===== src/rtl/sat_shift_pkg.sv =====
package sat_shift_pkg;
  timeunit 1ns;
  timeprecision 1ps;

  typedef enum logic [1:0] {
    SH_LSL = 2'b00,
    SH_LSR = 2'b01,
    SH_ASL = 2'b10,
    SH_ASR = 2'b11
  } shift_op_e;

  function automatic logic op_is_left(shift_op_e op);
    return (op == SH_LSL) || (op == SH_ASL);
  endfunction

  function automatic logic op_is_arith(shift_op_e op);
    return (op == SH_ASL) || (op == SH_ASR);
  endfunction
endpackage


===== src/rtl/sat_shift_count_clamp.sv =====
// Turns the raw count into an effective amount limited to the active width
// and flags single-word counts beyond the accepted range.
module sat_shift_count_clamp #(
  parameter int SGL_W = 16,
  parameter int CNT_W = 15,
  parameter int AMT_W = 6
) (
  input  logic [CNT_W-1:0] raw_count,
  input  logic             dbl,
  output logic [AMT_W-1:0] amt,
  output logic             oor
);
  timeunit 1ns;
  timeprecision 1ps;

  localparam int DBL_W     = 2 * SGL_W;
  localparam int SGL_LIMIT = 2 * SGL_W - 1;

  logic sgl_sat, dbl_sat;

  always_comb begin
    sgl_sat = (raw_count >= CNT_W'(SGL_W));
    dbl_sat = (raw_count >= CNT_W'(DBL_W));
    oor     = !dbl && (raw_count > CNT_W'(SGL_LIMIT));
    if (dbl) begin
      amt = dbl_sat ? AMT_W'(DBL_W) : AMT_W'(raw_count);
    end else begin
      amt = sgl_sat ? AMT_W'(SGL_W) : AMT_W'(raw_count);
    end
  end
endmodule


===== src/rtl/sat_shift_barrel.sv =====
// Log-depth shifter. Left shifts reuse the right-shift network through bit
// reversal; the amount is at most W, which the top stage turns into a full fill.
module sat_shift_barrel #(
  parameter int W = 16
) (
  input  logic [W-1:0]       opnd,
  input  logic [$clog2(W):0] amt,
  input  logic               left,
  input  logic               arith,
  output logic [W-1:0]       result
);
  timeunit 1ns;
  timeprecision 1ps;

  localparam int STG = $clog2(W) + 1;

  logic         fill;
  logic [W-1:0] pre;
  logic [W-1:0] stg [0:STG];

  always_comb begin
    fill = arith && !left && opnd[W-1];
    for (int i = 0; i < W; i++) begin
      pre[i] = left ? opnd[W-1-i] : opnd[i];
    end
  end

  assign stg[0] = pre;

  for (genvar k = 0; k < STG; k++) begin : g_stage
    localparam int SH = 1 << k;
    if (SH >= W) begin : g_full
      assign stg[k+1] = amt[k] ? {W{fill}} : stg[k];
    end else begin : g_part
      assign stg[k+1] = amt[k] ? {{SH{fill}}, stg[k][W-1:SH]} : stg[k];
    end
  end

  always_comb begin
    for (int i = 0; i < W; i++) begin
      result[i] = left ? stg[STG][W-1-i] : stg[STG][i];
    end
  end
endmodule


===== src/rtl/sat_shift_ovf.sv =====
// Overflow for arithmetic left: the shift loses information once the amount
// reaches the length of the run of bits at the top that equal the sign.
module sat_shift_ovf #(
  parameter int W = 16
) (
  input  logic [W-1:0]       opnd,
  input  logic [$clog2(W):0] amt,
  input  logic               enable,
  output logic               ovf
);
  timeunit 1ns;
  timeprecision 1ps;

  int   lead;
  logic found;

  always_comb begin
    lead  = W;
    found = 1'b0;
    for (int i = W - 2; i >= 0; i--) begin
      if (!found && (opnd[i] != opnd[W-1])) begin
        lead  = W - 1 - i;
        found = 1'b1;
      end
    end
    ovf = enable && (opnd != '0) && (int'(amt) >= lead);
  end
endmodule


===== src/rtl/sat_shift_out.sv =====
// Response stage: one holding register with back-pressure, or a wire-through.
module sat_shift_out #(
  parameter int DATA_W     = 34,
  parameter bit REGISTERED = 1'b1
) (
  input  logic              clk,
  input  logic              rst,
  input  logic              in_valid,
  output logic              in_ready,
  input  logic [DATA_W-1:0] in_data,
  output logic              out_valid,
  input  logic              out_ready,
  output logic [DATA_W-1:0] out_data
);
  timeunit 1ns;
  timeprecision 1ps;

  if (REGISTERED) begin : g_reg
    logic              vld_q;
    logic [DATA_W-1:0] data_q;

    assign in_ready  = !vld_q || out_ready;
    assign out_valid = vld_q;
    assign out_data  = data_q;

    always_ff @(posedge clk) begin
      if (rst) begin
        vld_q  <= 1'b0;
        data_q <= '0;
      end else if (in_ready) begin
        vld_q <= in_valid;
        if (in_valid) begin
          data_q <= in_data;
        end
      end
    end
  end else begin : g_wire
    assign in_ready  = out_ready;
    assign out_valid = in_valid;
    assign out_data  = in_data;
  end
endmodule


===== src/rtl/sat_shift_unit.sv =====
module sat_shift_unit
  import sat_shift_pkg::*;
#(
  parameter int SGL_W      = 16,
  parameter int CNT_W      = 15,
  parameter bit REGISTERED = 1'b1
) (
  input  logic               clk,
  input  logic               rst,
  input  logic               in_valid,
  output logic               in_ready,
  input  logic [2*SGL_W-1:0] in_operand,
  input  logic [CNT_W-1:0]   in_count,
  input  logic               in_dbl,
  input  logic [1:0]         in_op,
  output logic               out_valid,
  input  logic               out_ready,
  output logic [2*SGL_W-1:0] out_result,
  output logic               out_ovf,
  output logic               out_oor
);
  timeunit 1ns;
  timeprecision 1ps;

  localparam int DBL_W  = 2 * SGL_W;
  localparam int SGL_AW = $clog2(SGL_W) + 1;
  localparam int DBL_AW = $clog2(DBL_W) + 1;
  localparam int PKT_W  = DBL_W + 2;

  shift_op_e op;
  logic      left, arith, asl;
  assign op    = shift_op_e'(in_op);
  assign left  = op_is_left(op);
  assign arith = op_is_arith(op);
  assign asl   = (op == SH_ASL);

  logic [DBL_AW-1:0] amt;
  logic              oor;

  sat_shift_count_clamp #(
    .SGL_W(SGL_W), .CNT_W(CNT_W), .AMT_W(DBL_AW)
  ) u_clamp (
    .raw_count(in_count), .dbl(in_dbl), .amt(amt), .oor(oor)
  );

  logic [SGL_W-1:0] res_s;
  logic [DBL_W-1:0] res_d;
  logic             ovf_s, ovf_d;

  sat_shift_barrel #(.W(SGL_W)) u_bar_s (
    .opnd(in_operand[SGL_W-1:0]), .amt(amt[SGL_AW-1:0]),
    .left(left), .arith(arith), .result(res_s)
  );

  sat_shift_barrel #(.W(DBL_W)) u_bar_d (
    .opnd(in_operand), .amt(amt), .left(left), .arith(arith), .result(res_d)
  );

  sat_shift_ovf #(.W(SGL_W)) u_ovf_s (
    .opnd(in_operand[SGL_W-1:0]), .amt(amt[SGL_AW-1:0]), .enable(asl), .ovf(ovf_s)
  );

  sat_shift_ovf #(.W(DBL_W)) u_ovf_d (
    .opnd(in_operand), .amt(amt), .enable(asl), .ovf(ovf_d)
  );

  logic [DBL_W-1:0] res_sel;
  logic             ovf_sel;

  always_comb begin
    if (oor) begin
      res_sel = '0;
      ovf_sel = 1'b0;
    end else if (in_dbl) begin
      res_sel = res_d;
      ovf_sel = ovf_d;
    end else begin
      res_sel = {{(DBL_W-SGL_W){1'b0}}, res_s};
      ovf_sel = ovf_s;
    end
  end

  logic [PKT_W-1:0] pkt_in, pkt_out;
  assign pkt_in = {oor, ovf_sel, res_sel};

  sat_shift_out #(.DATA_W(PKT_W), .REGISTERED(REGISTERED)) u_out (
    .clk(clk), .rst(rst),
    .in_valid(in_valid), .in_ready(in_ready), .in_data(pkt_in),
    .out_valid(out_valid), .out_ready(out_ready), .out_data(pkt_out)
  );

  assign out_result = pkt_out[DBL_W-1:0];
  assign out_ovf    = pkt_out[DBL_W];
  assign out_oor    = pkt_out[DBL_W+1];
endmodule


===== config.mk =====
export PLATFORM = sky130hd
export DESIGN_NAME = sat_shift_unit
export DESIGN_NICKNAME = d
export VERILOG_FILES = /design/src/rtl/sat_shift_pkg.sv /design/src/rtl/sat_shift_count_clamp.sv /design/src/rtl/sat_shift_barrel.sv /design/src/rtl/sat_shift_ovf.sv /design/src/rtl/sat_shift_out.sv /design/src/rtl/sat_shift_unit.sv
export SDC_FILE = /design/constraint.sdc
export NUM_CORES = 1
export LEC_CHECK = 0
export BUFFER_PORTS_ARGS = -buffer_cell sky130_fd_sc_hd__buf_2
export CORE_ASPECT_RATIO = 1.2
export CORE_UTILIZATION = 45
export CTS_BUF_LIST = sky130_fd_sc_hd__clkbuf_8
export DETAILED_ROUTE_END_ITERATION = 10
export PLACE_DENSITY = 0.65
export SETUP_SLACK_MARGIN = 0.2
export SLEW_MARGIN = 10
export SYNTH_ARGS = -nofsm -noshare
export SYNTH_HDL_FRONTEND = slang
export SYNTH_SLANG_ARGS = --single-unit

===== constraint.sdc =====
create_clock -name clk -period 4 [get_ports clk]
set_input_delay 0.4 -clock clk [delete_from_list [all_inputs] [get_ports clk]]
set_output_delay 0.4 -clock clk [all_outputs]
set_load 0.01 [all_outputs]

# [Word level (Yosys, flattened, before mapping)]
# Index checks and enable logic that the tools add are counted.
# W data, S select, Z words.
[word_totals] ff_bits=35 output_inout_bits=36 wordCells=365
[op_classes] order_cmp=5 eq_ne=48 mux=204 reduce_logical=106
[op_table] operator="$mux W32" n=52
[op_table] operator="$mux W1" n=142
[op_table] operator="$mux W16" n=5
[op_table] operator="$logic_and A1 B1 Y1" n=52
[op_table] operator="$logic_not A1 Y1" n=47
[op_table] operator="$ne A1 B1 Y1" n=46
[op_table] operator="$ge A6 B32 Y1" n=1
[op_table] operator="$ge A7 B32 Y1" n=1
[op_table] operator="$reduce_bool A32 Y1" n=1
[op_table] operator="$mux W6" n=4
[op_table] operator="$reduce_bool A16 Y1" n=1
[op_table] operator="$ge A15 B5 Y1 const B" n=1
[op_table] operator="$ge A15 B6 Y1 const B" n=1
[op_table] operator="$gt A15 B5 Y1 const B" n=1
[op_table] operator="$mux W5" n=1
[op_table] operator="$eq A2 B2 Y1 const B" n=2
[op_table] operator="$logic_or A1 B1 Y1" n=3
[op_table] operator="$logic_not A2 Y1" n=1
[op_table] operator="$reduce_and A2 Y1" n=1

# [Depth between registers and ports, before layout]
# Gate-level depths: netlist of run 1.
[logic_depth] word_depth=96 mapped_depth=23 depth_no_buf=22

# [Hierarchy]
# From an unflattened synthesis of run 1, not the netlist that was laid out.
[hier_totals] hier_cells=1158 area_unflattened_um2=9061.2
[modules_own_cells] module="sat_shift_barrel at u_bar_d" n_inst=1 cells_each=444 area_each_um2=3502.1 seq_area_each_um2=0.0
[modules_own_cells] module="sat_shift_out" n_inst=1 cells_each=160 area_each_um2=1659.1 seq_area_each_um2=700.7
[modules_own_cells] module="sat_shift_barrel at u_bar_s" n_inst=1 cells_each=195 area_each_um2=1506.4 seq_area_each_um2=0.0
[modules_own_cells] module="sat_shift_ovf at u_ovf_d" n_inst=1 cells_each=208 area_each_um2=1326.3 seq_area_each_um2=0.0
[modules_own_cells] module="sat_shift_ovf at u_ovf_s" n_inst=1 cells_each=79 area_each_um2=550.5 seq_area_each_um2=0.0
[modules_own_cells] module="sat_shift_unit" n_inst=1 cells_each=59 area_each_um2=405.4 seq_area_each_um2=0.0
[modules_own_cells] module="sat_shift_count_clamp" n_inst=1 cells_each=13 area_each_um2=111.4 seq_area_each_um2=0.0

# [Least setup slack after synthesis of run 1]
# OpenSTA, ideal clock, no wires.
[synth_timing] path_type="in2reg" startpoint="input in_operand[31]" endpoint="register u_out.g_reg.data_q[32] (netlist: u_out.out_data[32])" setup_time_ns=0.132 t_arrival_ns=4.148 setup_slack_ns=-0.280 path_stages=23 path_buffers=1 cell_sequence="clkbuf_1 > clkinv_1 > ha_1 > a21oi_1 > nand4_1 > a21oi_1 > and2_1 > and3_1 > o21ai_1 > a21boi_0 > o211ai_1 > or4_1 > ha_1 > nand2b_1 > a21o_1 > a21oi_1 > nor2b_1 > o21ai_0 > nand2b_1 > a21oi_1 > nor4b_1 > a22oi_1 > a21oi_1"
[synth_between] elab_chain_len=96 elab_cells_between_ends=158 classes_between="order compare: 1; eq/ne: 31; mux: 63; reduce/logical: 63"
[synth_lines] element="start, declared" line="sat_shift_unit.sv:12" source="input logic [2*SGL_W-1:0] in_operand,"
[synth_lines] element="$ne A1 B1 Y1" line="sat_shift_ovf.sv:21" source="if (!found && (opnd[i] != opnd[W-1])) begin"
[synth_lines] element="$mux W1" line="sat_shift_ovf.sv:21"
[synth_lines] element="$logic_not A1 Y1" line="sat_shift_ovf.sv:21"
[synth_lines] element="$logic_and A1 B1 Y1" line="sat_shift_ovf.sv:21"
[synth_lines] element="$mux W1" line="sat_shift_ovf.sv:21"
[synth_lines] element="$logic_not A1 Y1" line="sat_shift_ovf.sv:21"
[synth_lines] element="$logic_and A1 B1 Y1" line="sat_shift_ovf.sv:21"
[synth_lines] element="$mux W1" line="sat_shift_ovf.sv:21"
[synth_lines] element="[... 80 more ...]"
[synth_lines] element="$mux W1" line="sat_shift_ovf.sv:21"
[synth_lines] element="$logic_not A1 Y1" line="sat_shift_ovf.sv:21"
[synth_lines] element="$logic_and A1 B1 Y1" line="sat_shift_ovf.sv:21"
[synth_lines] element="$mux W32" line="sat_shift_ovf.sv:21"
[synth_lines] element="$ge A7 B32 Y1" line="sat_shift_ovf.sv:26" source="ovf = enable && (opnd != '0) && (int'(amt) >= lead);"
[synth_lines] element="$logic_and A1 B1 Y1 *" line="sat_shift_ovf.sv:26"
[synth_lines] element="$mux W1 *" line="sat_shift_unit.sv:74" source="end else if (in_dbl) begin"
[synth_lines] element="$mux W1 *" line="sat_shift_unit.sv:71" source="if (oor) begin"
[synth_lines] element="end signal, assigned" line="sat_shift_out.sv:33" source="data_q <= in_data;"
[synth_lines] element="end, declared" line="sat_shift_out.sv:20" source="logic [DATA_W-1:0] data_q;"
# Every way passes the cells marked *; elsewhere a longest branch is shown, timed or not.
# A chain may end at the register's enable or synchronous reset.

# [Worst setup path after layout of run 1]
[layout_timing] startpoint="input in_operand[19]" endpoint="register u_out.g_reg.data_q[32] (netlist: u_out.out_data[32])"
[layout_between] elab_chain_len=64 elab_cells_between_ends=85 classes_between="order compare: 1; eq/ne: 1; mux: 41; reduce/logical: 42"
[layout_lines] element="$ne A1 B1 Y1" line="sat_shift_ovf.sv:21"
[layout_lines] element="$logic_and A1 B1 Y1" line="sat_shift_ovf.sv:21"
[layout_lines] element="$mux W1" line="sat_shift_ovf.sv:21"
[layout_lines] element="$logic_not A1 Y1" line="sat_shift_ovf.sv:21"
[layout_lines] element="$logic_and A1 B1 Y1" line="sat_shift_ovf.sv:21"
[layout_lines] element="$mux W1" line="sat_shift_ovf.sv:21"
[layout_lines] element="$logic_not A1 Y1" line="sat_shift_ovf.sv:21"
[layout_lines] element="$logic_and A1 B1 Y1" line="sat_shift_ovf.sv:21"
[layout_lines] element="[... 48 more ...]"
[layout_lines] element="$mux W1" line="sat_shift_ovf.sv:21"
[layout_lines] element="$logic_not A1 Y1" line="sat_shift_ovf.sv:21"
[layout_lines] element="$logic_and A1 B1 Y1" line="sat_shift_ovf.sv:21"
[layout_lines] element="$mux W32" line="sat_shift_ovf.sv:21"
[layout_lines] element="$ge A7 B32 Y1" line="sat_shift_ovf.sv:26"
[layout_lines] element="$logic_and A1 B1 Y1 *" line="sat_shift_ovf.sv:26"
[layout_lines] element="$mux W1 *" line="sat_shift_unit.sv:74"
[layout_lines] element="$mux W1 *" line="sat_shift_unit.sv:71"
# Marked as above.

==> flow_summary.yaml, run 1 <==
setup_path:
  cp_num_buf_inv: 2
  arrival_ns: 3.94
  crit_chain: "buf_6, or4_4, a221oi_2, nand4_1, a21oi_2, and2_4, and3_4, o21ai_2, a21boi_2, o211ai_1, buf_4, a211oi_2, ha_1, a21o_1, a21oi_2, nor2b_1, o21ai_1, nand2b_1, a21oi_2, nor4b_2, a22oi_1, a21oi_1"
  cp_slowest_stage_delay_ns: 0.53
  cp_common_cell: "a21oi_2"
  end_kind: "flip-flop"
  cp.required_ns: 4.19
  crit_path_start_kind: "input pin"
  cp_max_fo: 3
  cpMaxStageDelayCell: "or4_4"
  worstSetupPathType: "in -> reg"
  path_delay_family: "compound AO/OA/AOI/OAI gates"
global_routing:
  track_usage_pct: 40.3
  grt_max_degree: 37
  antenna_found_initial: 0
  grt_pass1_vias: 8793
  grt-ovfl-total: 0
  grt_pass1_wl_mm: 52.2
route:
  routedWlPerCell_um: 24.2
  maxUsedRoutingLayer: "met4"
  dr.pass1.iters: 6
  wl_mm: 34.3
  wl_met3_mm: 3.32
  vias_per_cell: 6.78
  ant_nets: 0
  drt-met1-wl_mm: 12.9
  drc_errors: 0
  wl_met2_mm: 15.7
  dr_total_vias: 9603
  drtIter0Drc: 1230
synthesis:
  synthArstFlopShare_pct: 0
  ys_top_cells_by_area: "dfxtp_1, mux2i_1, nand2_1"
  synth_warnings: 0
  yosysUniqueCellTypes: 86
  synth.largest_area_cell: "dfxtp_1"
  synth_edf_count: 0
  avgSynthCellArea_um2: 6.65
  synth_cells: 1098
  syn_nets: 1165
  synth_top_area_share_pct: 9.59
  synth_top_flop_cell: "dfxtp_1"
  yosysSeqAreaShare_pct: 9.59
  syn_area_mm2: 0.00730
  ys_ff_latch: 35
clocking:
  cts_hold_buffers: 0
  cts_buffers: 5
  htree_levels: 2
  cts_tree: "yes"
  clkTransAtPathRegs_ns: 0.08
  ctsLongestPathBuffers: 2
  clk-insertion-delay-late_ns: 0.30
  cts_root_buffer: "clkbuf_8"
  clock_sinks: 35
placed_design:
  dpl.hpwl_mm: 26.6
  port_buffers: 89
  place_area_mm2: 0.00853
  gp_congestion: 1.02
finish:
  n_antenna_cell: 0
  multi_input_area_mm2: 0.00620
  drive_gt1_share_pct: 24.4
  final.fill_count: 1649
  fin_area_mm2: 0.00875
  syn2layout_area_growth_pct: 19.8
  final_core_util_pct: 55.7
  regArea_um2: 701
  nNetsFinal: 1274
timing:
  fmax_ghz: 0.266
  hold_viol_final: 0
  worst_pin_slew_ns: 0.809
  post-route-period-util_pct: 93.9
  slew_violations: 0
  fin_skew_ns: 0.0103
  min_period_ns: 3.76
  slew_headroom_pct: 45.6
  setup_violations: 0
  rsz0062_at_grt: "yes"
floorplan:
  core_area_mm2: 0.0157
  die_w_um: 118
  die_y_um: 142
  io_pins: 90
  rows: 50
  start_util_pct: 46.5
  dieArea_mm2: 0.0167
worst_hold_path:
  hold_path.class: "in -> reg"
run_status:
  outcome: "finished clean"
pwr:
  leakagePower_nw: 3.60
  ir_drop_mv: 0.110
  p_per_area_mw_per_mm2: 161
job:
  drv_cap: 0
Yosys cell counts, drive strengths merged, types with 5 or more instances:
| cell type | number |
|---|---|
| a211o | 7 |
| and3 | 9 |
| a221oi | 6 |
| a221o | 6 |
| and2 | 14 |
| nand4 | 11 |
| or2 | 6 |
| a21oi | 99 |
| nor2b | 7 |
| nand3 | 49 |
| nand2b | 21 |
| ha | 13 |
| nor4 | 15 |
| o31ai | 11 |
| nor2 | 104 |
| o21ai | 85 |
| mux2i | 64 |
| mux4 | 21 |
| inv | 21 |
| a21boi | 8 |
| o22ai | 13 |
| a211oi | 21 |
| or4 | 5 |
| o221ai | 6 |
| nor3 | 38 |
| dfxtp | 35 |
| nand3b | 5 |
| a2111oi | 5 |
| buf | 25 |
| clkbuf | 79 |
| a22oi | 6 |
| nand2 | 148 |
| a21o | 8 |
| mux2 | 11 |
| a31oi | 19 |
| a32oi | 6 |
| o211ai | 22 |
kinds of logic after synthesis:
| kind of cell | synth area share [%] |
|---|---|
| muxes | 17.2 |
| xor gates and xnor gates | 0.600 |
| AOI/OAI and AO/OA | 33.4 |
| and+or+nand+nor | 29.9 |
| buffers and inverters | 7.11 |
| adders and majority gates | 2.23 |
| DFF | 9.59 |
metal layers:
| layer | up-vias | GRT usage (%) |
|---|---|---|
| met2 | 704 | 66.0 |
| met3 | 142 | 5.14 |
| li1 | 4360 | - |
| met1 | 4397 | 49.9 |
| met4 | 0 | 26.2 |
| met5 | - | 0 |
cell usage in the layout, fill, tap and decap left out, drive strengths merged, types with 13 or more instances in the layout:
master  synthesis  final
a211oi         21     21
a21oi          99     99
buf            25    206
nor3           38     38
o21ai          85     85
nor2          104    104
mux4           21     21
ha             13     13
mux2i          64     64
o211ai         22     22
nand3          49     49
nor4           15     15
dfxtp          35     35
and2           14     14
inv            21     21
nand2b         21     21
o22ai          13     13
a31oi          19     19
nand2         148    148
power breakdown:
part | total, mW | switching (mW) | internal (mW) | leakage [nW]
Clock | 0.324 | 0.139 | 0.185 | 0.0581
Sequential | 0.366 | 0.00559 | 0.361 | 0.284
Combinational | 0.720 | 0.455 | 0.266 | 3.26
Total | 1.41 | 0.599 | 0.812 | 3.60
what timing repair did:
item / 4_1_cts / 5_1_grt
setup endpoints to repair: 1 / 1
pin swaps: 7 / 12
resized for setup: 5 / 9
setup buffers: 4 / 1
endpoints found under the hold margin: 0 / 0
through the flow:
step / TNS (ns) / setup slack [ns] / power [mW] / instances / hold slack (ns)
after floorplan: 0 / 0.209 / 0.795 / 1098 / 0.463
after global placement: -0.188 / -0.188 / 1.05 / 1403 / 0.421
after detailed placement: -0.256 / -0.256 / 1.06 / 1403 / 0.430
after CTS: 0 / 0.218 / 1.38 / 1415 / 0.346
after global routing: 0 / 0.0788 / 1.47 / 1416 / 0.372
final: 0 / 0.245 / 1.41 / 1416 / 0.339
sequential cells by signal, summed over array words and instances (netlist names):
signal,cells
u_out.out_valid,1
u_out.out_data,34
final timing paths:
check	cells past startpoint	end	slack, ns	start
worst max-delay path	22	u_out.out_data[32]$_SDFFE_PP0P_	0.24	in_operand[19]
worst min-delay path	3	u_out.out_valid$_SDFFE_PP0N_	0.34	in_valid
worst max register to register	10	u_out.out_data[16]$_SDFFE_PP0P_	1.84	u_out.out_valid$_SDFFE_PP0N_
worst min register to register	2	u_out.out_data[2]$_SDFFE_PP0P_	0.44	u_out.out_data[2]$_SDFFE_PP0P_
worst reg2reg max path: stages (launching register included):
cell and delay (ns):
dfxtp_1 0.31, nand2b_1 0.11, nand2_1 0.07, buf_4 0.18, a21oi_1 0.29, nand2b_1 0.09
buf_4 0.18, nor2_1 0.31, nand2_1 0.24, a21oi_1 0.19, a221o_1 0.12
area by class of cell:
type,count,area share [%]
flip-flops and latches,35,8.01
clock buffers,5,0.787
repair buffers,206,15.8
clock inverters,3,0.501
inverters,25,1.13
well taps,208,2.97
multi-input cells,934,70.8
(Power assumes the default switching activity.)
==> inputs of run 2 (changes only) <==
MAX_ROUTING_LAYER = met4   (was default)
==> flow_summary.yaml, run 2 (synthesis results as in run 1) <==
timing:
  slew_violations: 0
  worst_pin_slew_ns: 0.868
  tns_ns: 0
  fin_skew_ns: 0.00620
  hold_viol_final: 0
  rsz0062_at_grt: "yes"
  slew_headroom_pct: 41.6
  fmax_ghz: 0.267
  min_period_ns: 3.75
  setup_violations: 0
  setup_ws_ns: 0.254
  post-route-period-util_pct: 93.6
placed_design:
  place_inst: 1411
  port_buffers: 89
  gp_congestion: 1.04
  post-place-ws_ns: -0.173
  dpl.hpwl_mm: 27.6
clocking:
  htree_levels: 2
  clkTransAtPathRegs_ns: 0.08
  cts_tree: "yes"
  ctsLongestPathBuffers: 2
  cts_buffers: 5
  cts_root_buffer: "clkbuf_8"
  clk-insertion-delay-late_ns: 0.30
  clock_sinks: 35
floorplan:
  die_y_um: 142
  die_w_um: 118
  dieArea_mm2: 0.0167
  core_area_mm2: 0.0157
  rows: 50
  io_pins: 90
  start_util_pct: 46.5
global_routing:
  grt_max_degree: 37
  grt_pass1_vias: 8788
  grt-ovfl-total: 0
  grt_use_met1_pct: 49.9
  met3_usage_pct: 5.39
  antenna_found_initial: 0
  track_usage_pct: 42.2
  busiest_layer: "met2"
  grt_pass1_wl_mm: 52.7
  met2_usage_pct: 67.1
pwr:
  p_per_area_mw_per_mm2: 163
  ir_drop_mv: 0.101
  leakagePower_nw: 3.62
route:
  drtIter0Drc: 1184
  dr.pass1.iters: 6
  ant_nets: 0
  routedWlPerCell_um: 24.6
  wl_mm: 34.9
  dr_total_vias: 9638
  vias_per_cell: 6.78
  drc_errors: 0
setup_path:
  crit_chain: "buf_6, or4_4, a221oi_2, nand4_1, a21oi_2, and2_4, and3_4, o21ai_4, a21boi_2, o211ai_1, or4_1, ha_1, nand2b_4, a21o_1, a21oi_2, nor2b_1, o21ai_1, nand2b_1, a21oi_2, nor4b_2, a22oi_1, a21oi_1"
  cp_slowest_stage_delay_ns: 0.53
  rr_worst_depth: 10
  path_delay_family: "compound AO/OA/AOI/OAI gates"
  cp.required_ns: 4.19
  crit_path_start_kind: "input pin"
  cp_num_buf_inv: 1
  cp_max_fo: 3
  cpMaxStageDelayCell: "or4_4"
  arrival_ns: 3.94
  r2r_slack_ns: 1.70
  worstSetupPathType: "in -> reg"
  cp_num_cells: 22
  end_kind: "flip-flop"
  cp_common_cell: "a21oi_2"
run_status:
  outcome: "finished clean"
finish:
  syn2layout_area_growth_pct: 20.0
  largest_reg_flops: 34
  layout_common_cells: "nand2_1, buf_4, nor2_1"
  stdcell_count: 1422
  drive_gt1_share_pct: 24.5
  final_common_cell: "nand2_1"
  n_antenna_cell: 0
  nNetsFinal: 1280
  final_core_util_pct: 55.8
worst_hold_path:
  hold_path.class: "in -> reg"
  whs_path_depth: 3
job:
  drv_cap: 0
## run 2: worst paths after layout
path,startpoint,endpoint
setup reg to reg,u_out.out_valid$_SDFFE_PP0N_,u_out.out_data[23]$_SDFFE_PP0P_
setup / recovery,in_operand[19],u_out.out_data[32]$_SDFFE_PP0P_
hold / removal,in_valid,u_out.out_valid$_SDFFE_PP0N_
hold reg to reg,u_out.out_data[2]$_SDFFE_PP0P_,u_out.out_data[2]$_SDFFE_PP0P_
## run 2: worst reg2reg max path, delay by kind of cell (launching register included)
family	cells	cell delay (ns)
buffers and inverters	2	0.37
AND/OR/NAND/NOR	5	0.91
AO/OA/AOI/OAI	3	0.64
flip-flops	1	0.32
## run 2: layout make-up
class	instances	area [µm²]
Tap cell	208	260
Clock inverter	3	43.8
Inverter	25	98.8
Multi-Input combinational cell	934	6180
Clock buffer	5	68.8
Sequential cell	35	701
Timing Repair Buffer	212	1410
Fill cell	1623	6940
## run 2: per-stage QoR
stage | instance area (µm²) | total power [mW] | hold WS, ns
floorplan | 7390 | 0.795 | 0.463
global placement | 8570 | 1.07 | 0.420
detailed placement | 8570 | 1.07 | 0.424
CTS | 8710 | 1.40 | 0.342
global route | 8770 | 1.49 | 0.395
finish | 8770 | 1.43 | 0.345
## run 2: routing by layer
metal | vias to the layer above | wire [µm]
met1 | 4461 | 13500
met2 | 628 | 15800
met3 | 172 | 2930
met4 | 0 | 2660
li1 | 4377 | -
met5 | - | 0
## run 2: repair_timing
action / in CTS / in global routing
cloned: 0 / 0
hold buffers: 0 / 0
resized for setup: 4 / 7
pin swaps: 7 / 12
endpoints found under the setup margin: 1 / 1
setup buffers: 1 / 2
## run 2: power breakdown
part / switching [mW] / leakage, nW / total, mW / internal, mW
combinational: 0.460 / 3.28 / 0.727 / 0.267
clock: 0.149 / 0.0581 / 0.335 / 0.186
sequential: 0.00579 / 0.284 / 0.366 / 0.361
